**config.mk**
```make
export PLATFORM = sky130hd
export DESIGN_NAME = hub_pwr_ctrl
export DESIGN_NICKNAME = d
export VERILOG_FILES = /design/src/rtl/hub_pwr_pkg.sv /design/src/rtl/hub_cfg_regs.sv /design/src/rtl/hub_pwr_route.sv /design/src/rtl/hub_port_ctrl.sv /design/src/rtl/hub_pwr_ctrl.sv
export SDC_FILE = /design/constraint.sdc
export NUM_CORES = 1
export LEC_CHECK = 0
export BUFFER_PORTS_ARGS = -buffer_cell sky130_fd_sc_hd__clkbuf_2
export CAP_MARGIN = 20
export CELL_PAD_IN_SITES_DETAIL_PLACEMENT = 0
export CELL_PAD_IN_SITES_GLOBAL_PLACEMENT = 1
export CORE_ASPECT_RATIO = 1.25
export CORE_MARGIN = 5
export CORE_UTILIZATION = 40
export DETAILED_ROUTE_END_ITERATION = 8
export HOLD_SLACK_MARGIN = 0.06
export PLACE_DENSITY_LB_ADDON = 0.25
export SLEW_MARGIN = 30
export SYNTH_ARGS = -nofsm -noshare
export SYNTH_HDL_FRONTEND = slang
export SYNTH_HIERARCHICAL = 1
export SYNTH_SLANG_ARGS = --single-unit
```
**constraint.sdc**
```tcl
create_clock -name clk -period 1.7 [get_ports clk]
set_clock_uncertainty 0.15 [all_clocks]
set_input_delay 0 -clock clk [delete_from_list [all_inputs] [get_ports clk]]
set_output_delay 0 -clock clk [all_outputs]
set_load 0.02 [all_outputs]
```
**src/rtl/hub_pwr_pkg.sv**
```systemverilog
package hub_pwr_pkg;
  localparam int REG_CFG_A  = 0;
  localparam int REG_CFG_B  = 1;
  localparam int REG_HUB    = 2;
  localparam int REG_PORT0  = 3;
  localparam int CHG_W      = 5;
  localparam logic [CHG_W-1:0] CHG_RESET_VAL = 5'h16;
  localparam logic [CHG_W-1:0] CHG_PWR_CLR   = 5'h17;
  localparam logic [7:0] CFG_A1_KEEP = 8'h1B;
  typedef enum logic [1:0] {
    MODE_GLOBAL  = 2'b00,
    MODE_PERPORT = 2'b01,
    MODE_ALWAYS  = 2'b10,
    MODE_ALWAYS2 = 2'b11
  } pwr_mode_e;
endpackage

```
**src/rtl/hub_cfg_regs.sv**
```systemverilog
module hub_cfg_regs
  import hub_pwr_pkg::*;
#(
  parameter int NUM_PORTS = 2
) (
  input  logic                 clk,
  input  logic                 rst_n,
  input  logic                 a1_wr,
  input  logic                 a3_wr,
  input  logic                 b0_wr,
  input  logic                 b2_wr,
  input  logic                 wake_set,
  input  logic                 wake_clr,
  input  logic [7:0]           wr_data,
  output logic [7:0]           cfg_a1,
  output logic [1:0]           cfg_a3,
  output logic [NUM_PORTS-1:0] removable,
  output logic [NUM_PORTS-1:0] pmask,
  output logic                 wake
);
  always_ff @(posedge clk) begin
    if (!rst_n) begin
      cfg_a1    <= '0;
      cfg_a3    <= '0;
      removable <= '0;
      pmask     <= '0;
      wake      <= 1'b0;
    end else begin
      if (a1_wr) cfg_a1 <= wr_data & CFG_A1_KEEP;
      if (a3_wr) cfg_a3 <= wr_data[1:0];
      if (b0_wr) removable <= wr_data[NUM_PORTS:1];
      if (b2_wr) pmask <= wr_data[NUM_PORTS:1];
      if (wake_set) wake <= 1'b1;
      else if (wake_clr) wake <= 1'b0;
    end
  end

  assert_wake_set_R8: assert property (@(posedge clk) disable iff (!rst_n)
    wake_set |=> wake);
  assert_wake_clr_R8: assert property (@(posedge clk) disable iff (!rst_n)
    (wake_clr && !wake_set) |=> !wake);
endmodule

```
**src/rtl/hub_pwr_route.sv**
```systemverilog
module hub_pwr_route
  import hub_pwr_pkg::*;
#(
  parameter int NUM_PORTS = 2
) (
  input  logic [1:0]           mode,
  input  logic [NUM_PORTS-1:0] pmask,
  input  logic                 hub_clr,
  input  logic                 hub_set,
  input  logic                 nps_wr,
  input  logic                 rmv_wr,
  input  logic [NUM_PORTS-1:0] rmv_data,
  input  logic [NUM_PORTS-1:0] port_pwr_wr,
  input  logic                 port_set_bit,
  input  logic                 port_clr_bit,
  output logic [NUM_PORTS-1:0] pwr_clr,
  output logic [NUM_PORTS-1:0] pwr_set,
  output logic [NUM_PORTS-1:0] force_on,
  output logic [NUM_PORTS-1:0] attach
);
  logic is_global, is_perport;
  assign is_global  = (mode == MODE_GLOBAL);
  assign is_perport = (mode == MODE_PERPORT);

  for (genvar p = 0; p < NUM_PORTS; p++) begin : g_route
    logic affected, indiv, p_clr, p_set;
    assign affected = is_global | (is_perport & ~pmask[p]);
    assign indiv    = is_perport & pmask[p] & port_pwr_wr[p];
    assign p_clr    = (hub_clr & affected) | (indiv & port_clr_bit);
    assign p_set    = (hub_set & affected) | (indiv & port_set_bit);
    assign pwr_clr[p]  = p_clr;
    assign pwr_set[p]  = p_set & ~p_clr;
    assign force_on[p] = nps_wr;
    assign attach[p]   = rmv_wr & ~rmv_data[p];
  end
endmodule

```
**src/rtl/hub_port_ctrl.sv**
```systemverilog
module hub_port_ctrl
  import hub_pwr_pkg::*;
(
  input  logic             clk,
  input  logic             rst_n,
  input  logic             usb_reset,
  input  logic             pwr_clr,
  input  logic             pwr_set,
  input  logic             force_on,
  input  logic             attach,
  input  logic             chg_wr,
  input  logic [CHG_W-1:0] chg_clr,
  output logic             connected,
  output logic             powered,
  output logic [CHG_W-1:0] chg
);
  logic [CHG_W-1:0] chg_nxt;

  always_comb begin
    chg_nxt = chg;
    if (pwr_clr) chg_nxt = chg_nxt & ~CHG_PWR_CLR;
    if (attach && !connected) chg_nxt[0] = 1'b1;
    if (chg_wr) chg_nxt = chg_nxt & ~chg_clr;
    if (usb_reset) chg_nxt = CHG_RESET_VAL;
  end

  always_ff @(posedge clk) begin
    if (!rst_n) begin
      connected <= 1'b0;
      powered   <= 1'b0;
      chg       <= '0;
    end else begin
      chg <= chg_nxt;
      if (pwr_clr) begin
        powered   <= 1'b0;
        connected <= 1'b0;
      end else if (pwr_set || force_on) begin
        powered <= 1'b1;
      end
      if (attach) connected <= 1'b1;
    end
  end

  assert_rst_load_R10: assert property (@(posedge clk) disable iff (!rst_n)
    usb_reset |=> (chg == CHG_RESET_VAL));
  assert_pwr_off_R6: assert property (@(posedge clk) disable iff (!rst_n)
    (pwr_clr && !usb_reset && !attach) |=> (!powered && !connected && ((chg & CHG_PWR_CLR) == '0)));
  assert_pwr_on_R3: assert property (@(posedge clk) disable iff (!rst_n)
    ((force_on || pwr_set) && !pwr_clr) |=> powered);
  assert_attach_R5: assert property (@(posedge clk) disable iff (!rst_n)
    attach |=> connected);
  assert_attach_chg_R5: assert property (@(posedge clk) disable iff (!rst_n)
    (attach && !connected && !usb_reset && !chg_wr) |=> chg[0]);
endmodule

```
**src/rtl/hub_pwr_ctrl.sv**
```systemverilog
module hub_pwr_ctrl
  import hub_pwr_pkg::*;
#(
  parameter int NUM_PORTS = 2,
  parameter int ADDR_W    = 5
) (
  input  logic                 clk,
  input  logic                 rst_n,
  input  logic                 wr_en,
  input  logic [ADDR_W-1:0]    wr_addr,
  input  logic [7:0]           wr_data,
  input  logic [ADDR_W-1:0]    rd_addr,
  output logic [7:0]           rd_data,
  input  logic                 usb_reset,
  output logic [NUM_PORTS-1:0] port_power
);
  localparam int REG_W = ADDR_W - 2;

  logic [REG_W-1:0] wr_reg, rd_reg;
  logic [1:0]       wr_byte, rd_byte;
  assign wr_reg  = wr_addr[ADDR_W-1:2];
  assign wr_byte = wr_addr[1:0];
  assign rd_reg  = rd_addr[ADDR_W-1:2];
  assign rd_byte = rd_addr[1:0];

  logic hit_a, hit_b, hit_h;
  assign hit_a = wr_en && (wr_reg == REG_W'(REG_CFG_A));
  assign hit_b = wr_en && (wr_reg == REG_W'(REG_CFG_B));
  assign hit_h = wr_en && (wr_reg == REG_W'(REG_HUB));

  logic a1_wr, a3_wr, b0_wr, b2_wr, wake_set, wake_clr, hub_clr, hub_set;
  assign a1_wr    = hit_a && (wr_byte == 2'd1);
  assign a3_wr    = hit_a && (wr_byte == 2'd3);
  assign b0_wr    = hit_b && (wr_byte == 2'd0);
  assign b2_wr    = hit_b && (wr_byte == 2'd2);
  assign hub_clr  = hit_h && (wr_byte == 2'd0) && wr_data[0];
  assign wake_set = hit_h && (wr_byte == 2'd1) && wr_data[7];
  assign hub_set  = hit_h && (wr_byte == 2'd2) && wr_data[0];
  assign wake_clr = hit_h && (wr_byte == 2'd3) && wr_data[7];

  logic [NUM_PORTS-1:0] port_hit, port_pwr_wr, chg_wr;
  for (genvar p = 0; p < NUM_PORTS; p++) begin : g_dec
    assign port_hit[p]    = wr_en && (wr_reg == REG_W'(REG_PORT0 + p));
    assign port_pwr_wr[p] = port_hit[p] && (wr_byte == 2'd1);
    assign chg_wr[p]      = port_hit[p] && (wr_byte == 2'd2);
  end

  logic [7:0]           cfg_a1;
  logic [1:0]           cfg_a3;
  logic [NUM_PORTS-1:0] removable, pmask;
  logic                 wake;

  hub_cfg_regs #(.NUM_PORTS(NUM_PORTS)) u_cfg (
    .clk(clk), .rst_n(rst_n),
    .a1_wr(a1_wr), .a3_wr(a3_wr), .b0_wr(b0_wr), .b2_wr(b2_wr),
    .wake_set(wake_set), .wake_clr(wake_clr), .wr_data(wr_data),
    .cfg_a1(cfg_a1), .cfg_a3(cfg_a3), .removable(removable),
    .pmask(pmask), .wake(wake)
  );

  logic [NUM_PORTS-1:0] pwr_clr, pwr_set, force_on, attach;

  hub_pwr_route #(.NUM_PORTS(NUM_PORTS)) u_route (
    .mode(cfg_a1[1:0]), .pmask(pmask),
    .hub_clr(hub_clr), .hub_set(hub_set),
    .nps_wr(a1_wr && wr_data[1]),
    .rmv_wr(b0_wr), .rmv_data(wr_data[NUM_PORTS:1]),
    .port_pwr_wr(port_pwr_wr),
    .port_set_bit(wr_data[0]), .port_clr_bit(wr_data[1]),
    .pwr_clr(pwr_clr), .pwr_set(pwr_set),
    .force_on(force_on), .attach(attach)
  );

  logic [NUM_PORTS-1:0]            conn, pwr;
  logic [NUM_PORTS-1:0][CHG_W-1:0] chg;

  for (genvar p = 0; p < NUM_PORTS; p++) begin : g_port
    hub_port_ctrl u_port (
      .clk(clk), .rst_n(rst_n), .usb_reset(usb_reset),
      .pwr_clr(pwr_clr[p]), .pwr_set(pwr_set[p]),
      .force_on(force_on[p]), .attach(attach[p]),
      .chg_wr(chg_wr[p]), .chg_clr(wr_data[CHG_W-1:0]),
      .connected(conn[p]), .powered(pwr[p]), .chg(chg[p])
    );
  end

  assign port_power = pwr;

  always_comb begin
    rd_data = 8'h00;
    unique case (rd_reg)
      REG_W'(REG_CFG_A): begin
        case (rd_byte)
          2'd0:    rd_data = 8'(NUM_PORTS);
          2'd1:    rd_data = cfg_a1;
          2'd3:    rd_data = {6'b0, cfg_a3};
          default: rd_data = 8'h00;
        endcase
      end
      REG_W'(REG_CFG_B): begin
        if (rd_byte == 2'd0) rd_data[NUM_PORTS:1] = removable;
        if (rd_byte == 2'd2) rd_data[NUM_PORTS:1] = pmask;
      end
      REG_W'(REG_HUB): begin
        if (rd_byte == 2'd1) rd_data[7] = wake;
      end
      default: begin
        for (int p = 0; p < NUM_PORTS; p++) begin
          if (rd_reg == REG_W'(REG_PORT0 + p)) begin
            case (rd_byte)
              2'd0:    rd_data[0] = conn[p];
              2'd1:    rd_data[0] = pwr[p];
              2'd2:    rd_data[CHG_W-1:0] = chg[p];
              default: rd_data = 8'h00;
            endcase
          end
        end
      end
    endcase
  end

  assert_glob_clr_R6: assert property (@(posedge clk) disable iff (!rst_n)
    (hub_clr && cfg_a1[1:0] == MODE_GLOBAL) |=> (port_power == '0));
  assert_nps_R3: assert property (@(posedge clk) disable iff (!rst_n)
    (a1_wr && wr_data[1]) |=> (port_power == '1));
endmodule

```
==> out/qor.csv, run 1 <==
stage;metric;value;unit
status;status;finished, violations left;
status;failing_checks;setup timing;
power;power.static_leakage;0.000729;µW
final_layout;final_cells;258;
grt;grt_pass1_wl;6340;µm
die;design.core.area;3750;µm²
route;firstDrtPassIters;4;
critical_path;endpoint;g_port[1].u_port/chg[0];
place;gp_congestion;0.816;
die;io_pins;32;
grt;first_global_vias;1344;
place;port_buffers;27;
clocking;cts.root.buffer_cell;clkbuf_8;
synth;ys_async_sr_fraction;0;%
synth;synth_top_cell_area_share;32.3;%
place;dp_cells;244;
synth;synth.lib_cells_used.distinct;38;
power;report.power.total;1130;µW
final_layout;fraction_of_final_layout_cells_with_drive_strength_greater_than_1;23.4;%
route;dr.first_iter.drc_count;71;
synth;sequential_element_share_of_the_synthesized_area;32.3;%
synth;synth_area_leader_cell;dfxtp_1;
final_layout;layout.cells.most_common_list;clkbuf_2, dfxtp_1, nor2b_1, mux2i_1;
place;placement.setup.worst_slack;-17.9;ps
power;peakVddDrop;0.000339;V
critical_path;worst_r2r_path_depth;5;
timing;hold_viol;0;
grt;pin_count_of_the_biggest_net_entering_global_routing;26;
timing;worst_slew_margin_rel;62.0;%
die;placementRows;25;
route;route.antenna.remaining_nets;0;
final_layout;flow.area_growth_from_synthesis;22.8;%
timing;fin_crit_sh;101;%
synth;syn_area;1550;µm²
clocking;cts_tree;yes;
clocking;clock_tree.htree_level_count;1;
route;drc_errors;0;
hold_path;timing.hold.worst.class;primary input to flip-flop;
critical_path;critPathLaunch;wr_data[0];
route;post_drt_wl_per_cell;15.2;µm
place;dp.final_hpwl;3070;µm
grt;grt_remaining_overflow;0;
route;routed_wl;3930;µm
timing;final_setup_violation_count;1;
die;starting_utilization_of_the_core_area;41.3;%
critical_path;r2r-end;g_port[1].u_port/chg[0];
synth;number_of_warning_messages_in_the_yosys_log;6;
critical_path;worst-endpoint-arrival;1730;ps
job;maxCapViolCount;0;
final_layout;final_nets;241;
final_layout;n_antenna_cell;0;
critical_path;critical_path.startpoint_type;primary input;
synth;synth_top_flop_cell;dfxtp_1;
critical_path;timing.critical_path.slowest_cell_delay;520;ps
synth;synth_area_per_cell;8.65;µm²
clocking;clk_latency;270;ps
synth;synth_enable_flop_cells;0;
synth;synth_area_leaders;dfxtp_1, mux2i_1, nor2b_1;
die;die_x;65.7;µm
hold_path;min_delay_path_depth;5;
critical_path;crit_path_top_delay_cell;dlygate4sd3_1;
timing;setup_total_negative_slack;-11.3;ps
critical_path;crit_chain;dlygate4sd3_1 > clkbuf_2 > nand3_2 > nor2_4 > a21bo_2 > a21oi_1 > buf_4 > o22ai_1 > and4b_1;
grt;global_route.usage.total;15.4;%
critical_path;timing_worst_setup_path_type;primary input to flip-flop;
final_layout;final_common_cell;clkbuf_2;
timing;worst_slack;-11.3;ps
final_layout;postLayoutCoreUtil;50.7;%
die;die-height;79.6;µm
timing;final-max-slew-violation-count;0;
grt;initial_antenna_violation_count;0;
final_layout;fillCellCount;369;
clocking;clk_pin_slew;90;ps
route;num_vias;1399;
power;cellPowerDensity;595;nW/µm²
timing;post-route-min-period;1710;ps
clocking;clk_path_buf_depth;2;
timing;clock.fmax;584;MHz
die;dieArea;5220;µm²
critical_path;critPathCaptureType;flip-flop;
critical_path;critical_path.reg2reg.startpoint;u_cfg/pmask[1];
critical_path;timing.reg2reg.setup_slack;210;ps
clocking;clock_sink_count;25;
synth;synth.ff_latch_count;25;
route;route.detailed.vias_per_inst;5.42;
timing;worst_slew_pin_slew;569;ps
critical_path;worstPathMaxFanout;6;
clocking;cts-buffers-inserted;3;
synth;syn_inst;179;
critical_path;worst-endpoint-required;1720;ps
## how the worst min path moves through the flow
stage,startpoint,end,slack (ps)
floorplan,rd_addr[2],rd_data[7],-60
global placement,wr_data[3],flip-flop,60
detailed placement,wr_data[3],flip-flop,70
CTS,wr_addr[4],flip-flop,90
global route,rst_n,g_port[0].u_port/chg[1],110
finish,wr_addr[4],flip-flop,90
## critical path: cells and delay by family
family	cells	cell delay (ps)
AOI/OAI and AO/OA	3	480
buffers and inverters	3	830
and+or+nand+nor	3	430
## metrics by stage
step | hold WS (ps) | cell area (µm²)
after floorplan | -61.3 | 1560
after global placement | 63.6 | 1710
after detailed placement | 69.2 | 1710
after CTS | 87.0 | 1860
after global routing | 115 | 1900
final | 90.8 | 1900
## cell families after synthesis
kind of cell	count (synthesis)	synth area share, %
AOI/OAI and AO/OA	39	19.6
other	1	0.242
buffers and inverters	25	9.05
muxes	15	9.69
and+or+nand+nor	74	29.1
DFF	25	32.3
## power breakdown
part	switching, µW	internal (µW)
Sequential	8.20	599
Clock	189	166
Combinational	90.8	78.5
## routing by layer
layer	vias to the layer above	part of all wire [%]	global-route usage, %
met5	-	0	0
met4	0	0.92	4.36
met3	4	4.8	2.11
met2	41	48	26.7
met1	636	46	19.7
li1	718	-	-
## state kept, by name (all words and copies together), names as in the netlist, named ones only
register	flops
g_port.u_port/connected	2
g_port.u_port/chg	8
u_cfg/wake	1
u_cfg/removable	2
g_port.u_port/powered	2
u_cfg/pmask	2
u_cfg/cfg_a3	2
u_cfg/cfg_a1	4
## what timing repair did
action | in CTS | in global routing
buffers inserted | 0 | 1
pin swaps | 0 | 1
endpoints found under the setup margin | 2 | 10
endpoints found under the hold margin | 22 | 0
hold buffers | 9 | 0
gates resized for setup | 3 | 10
## layout make-up
cell class                 count  area [µm²]  area share (%)
inverter                      11        41.3            2.17
clock inverter                 1        7.51           0.395
multi-input combinational    132         948            49.9
sequential                    25         503            26.4
timing repair buffer          46         310            16.3
tap                           40        50.0            2.63
clock buffer                   3        41.3            2.17
## synthesized netlist by cell type, types with 2 or more instances
cell type / number
nor2_1: 8
a22o_1: 5
a21oi_1: 5
nand4_1: 2
nor4_1: 2
a211oi_1: 6
nor3b_1: 6
a21bo_2: 2
nor3_1: 9
and2_1: 3
and4b_1: 2
inv_1: 11
a221o_1: 3
dfxtp_1: 25
nand2_1: 11
o22ai_1: 2
nor2b_1: 15
o21a_1: 7
a32o_1: 3
buf_4: 9
nand3b_1: 4
nand2b_1: 3
a21boi_0: 3
buf_2: 4
nand3_1: 2
mux2i_1: 15
No activity file was read; power rests on OpenSTA's default activity.
==> run 2: changes to the inputs <==
CELL_PAD_IN_SITES_DETAIL_PLACEMENT = 1   (was 0)
SLEW_MARGIN = 20   (was 30)
==> run 2 against run 1 <==
Net effect: the run now ends clean; sequential power about the same; global-route usage grew 3.3 points; worst hold slack lost 13 ps; critical path depth is 5 lower; first-iteration DRC count is 5.6% higher; combinational power grew 3%; wire length up 17%; final cell count increased by 0.39%; register-to-register slack worse by 20 ps; critical endpoint is now rd_data[0]; largest cell class unchanged.
==> out/qor.csv, run 2 (same netlist as run 1, synthesis figures left out) <==
stage;metric;value;unit
power;peakVddDrop;0.000321;V
route;post_drt_wl_per_cell;17.8;µm
route;num_vias;1482;
clocking;clock_tree.htree_level_count;1;
power;clock_power_share;31.7;%
critical_path;critPathLaunch;g_port[0].u_port/connected;
critical_path;critical_path.startpoint_type;flip-flop;
route;route.antenna.remaining_nets;0;
route;route.detailed.vias_per_inst;5.72;
status;status;finished, final reports clean;
power;net-switching-power;300;µW
power;internal_power_summed_over_all_cells;842;µW
final_layout;flow.area_growth_from_synthesis;23.6;%
grt;grt_pass1_wl;7590;µm
final_layout;postLayoutCoreUtil;51.0;%
final_layout;largest_register_ff_count;8;
clocking;cts.root.buffer_cell;clkbuf_8;
clocking;clk_latency;280;ps
timing;clock.fmax;608;MHz
clocking;clock_sink_count;25;
route;routed_wl;4600;µm
route;drc_errors;0;
place;gp_congestion;0.816;
final_layout;n_antenna_cell;0;
critical_path;worst-endpoint-arrival;1490;ps
die;starting_utilization_of_the_core_area;41.3;%
final_layout;final_common_cell;clkbuf_2;
die;io_pins;32;
critical_path;endpoint;rd_data[0];
timing;hold_viol;0;
final_layout;largest_registers;g_port.u_port/chg: 8 flops, u_cfg/cfg_a1: 4 flops;
timing;final_setup_violation_count;0;
power;pwr-share-comb;15.2;%
critical_path;r2r-end;g_port[0].u_port/powered;
critical_path;timing.reg2reg.setup_slack;190;ps
critical_path;worst-endpoint-required;1550;ps
power;report.power.total;1140;µW
clocking;clk_path_buf_depth;2;
final_layout;fraction_of_final_layout_cells_with_drive_strength_greater_than_1;24.7;%
clocking;cts_tree;yes;
clocking;cts-buffers-inserted;3;
route;dr.first_iter.drc_count;75;
route;firstDrtPassIters;4;
die;die_x;65.7;µm
place;dp.final_hpwl;3560;µm
power;sequential_fraction_of_design_power;53.0;%
grt;pin_count_of_the_biggest_net_entering_global_routing;26;
final_layout;final_cells;259;
critical_path;worstPathMaxFanout;3;
grt;grt_remaining_overflow;0;
final_layout;final_nets;242;
final_layout;max_flop_register;g_port.u_port/chg;
die;dieArea;5220;µm²
die;placementRows;25;
die;design.core.area;3750;µm²
timing;post-route-min-period;1640;ps
critical_path;timing_worst_setup_path_type;flip-flop to output port;
power;cellPowerDensity;597;nW/µm²
timing;worst_slew_pin_slew;595;ps
grt;global_route.usage.total;18.8;%
timing;final-max-slew-violation-count;0;
timing;fin_hold_ws;78.1;ps
grt;first_global_vias;1631;
final_layout;layout.cells.most_common_list;clkbuf_2, dfxtp_1, nor2b_1;
timing;fin_crit_sh;96.7;%
place;port_buffers;27;
critical_path;critPathCaptureType;output port;
clocking;clk_pin_slew;90;ps
power;power.static_leakage;0.000732;µW
critical_path;critical_path.reg2reg.startpoint;u_cfg/cfg_a1[1];
place;dp_cells;244;
die;die-height;79.6;µm
timing;worst_slew_margin_rel;60.2;%
job;maxCapViolCount;0;
grt;initial_antenna_violation_count;0;
critical_path;worst_r2r_path_depth;4;
hold_path;timing.hold.worst.class;primary input to flip-flop;
power;p_sw_share;26.3;%
[run 2: worst max-delay path, stage by stage (launching register included)]
cell     delay (ps)
dfxtp_2         340
nor2b_1         120
a211o_1         270
a221o_1         350
buf_6           130
[run 2: metal layers]
| metal | part of all wire (%) | up-vias | track usage, % | wire [µm] |
|---|---|---|---|---|
| met5 | 0 | - | 0 | 0 |
| met4 | 1.8 | 0 | 7.47 | 82 |
| met3 | 4.7 | 8 | 2.82 | 215 |
| met2 | 53 | 41 | 34.7 | 2440 |
| met1 | 40 | 712 | 20.9 | 1860 |
| li1 | - | 721 | - | - |
[run 2: layout make-up]
| class | instances | area [µm²] |
|---|---|---|
| clock buffers | 3 | 41.3 |
| clock inverters | 1 | 7.51 |
| fillers | 458 | 1840 |
| inverters | 11 | 41.3 |
| multi-input cells | 132 | 951 |
| flip-flops and latches | 25 | 505 |
| well taps | 40 | 50.0 |
| repair buffers | 47 | 318 |
[run 2: power by group through the flow]
stage                     Clock, µW  Combinational, µW  Sequential, µW
after CTS                       368                170             607
final                           362                174             606
after global placement            0                148             620
after detailed placement          0                155             621
after global routing            396                191             608
after floorplan                   0               91.4             619
[run 2: metrics by stage]
stage | TNS (ps) | setup WS, ps | area (µm²)
final | 0 | 55.7 | 1910
after floorplan | 0 | 265 | 1560
after global routing | -1.93 | -1.93 | 1910
after global placement | 0 | 42.3 | 1710
after CTS | 0 | 7.27 | 1860
after detailed placement | -243 | -85.5 | 1710
[run 2: repair_timing]
| action | 4_1_cts | 5_1_grt |
|---|---|---|
| buffers inserted | 0 | 2 |
| gates resized for setup | 2 | 13 |
| hold endpoints to repair | 21 | 0 |
| endpoints found under the setup margin | 1 | 9 |
| hold buffers | 9 | 0 |
| pin swaps | 0 | 2 |
[run 2: worst min path at each step]
stage / from / to / depth (start not counted)
final: wr_addr[1] / flip-flop / 4
after global routing: rst_n / g_port[0].u_port/chg[2] / 2
after CTS: wr_addr[1] / flip-flop / 4
after detailed placement: wr_data[3] / flip-flop / 2
after global placement: wr_data[3] / flip-flop / 2
after floorplan: rd_addr[2] / rd_data[7] / 1
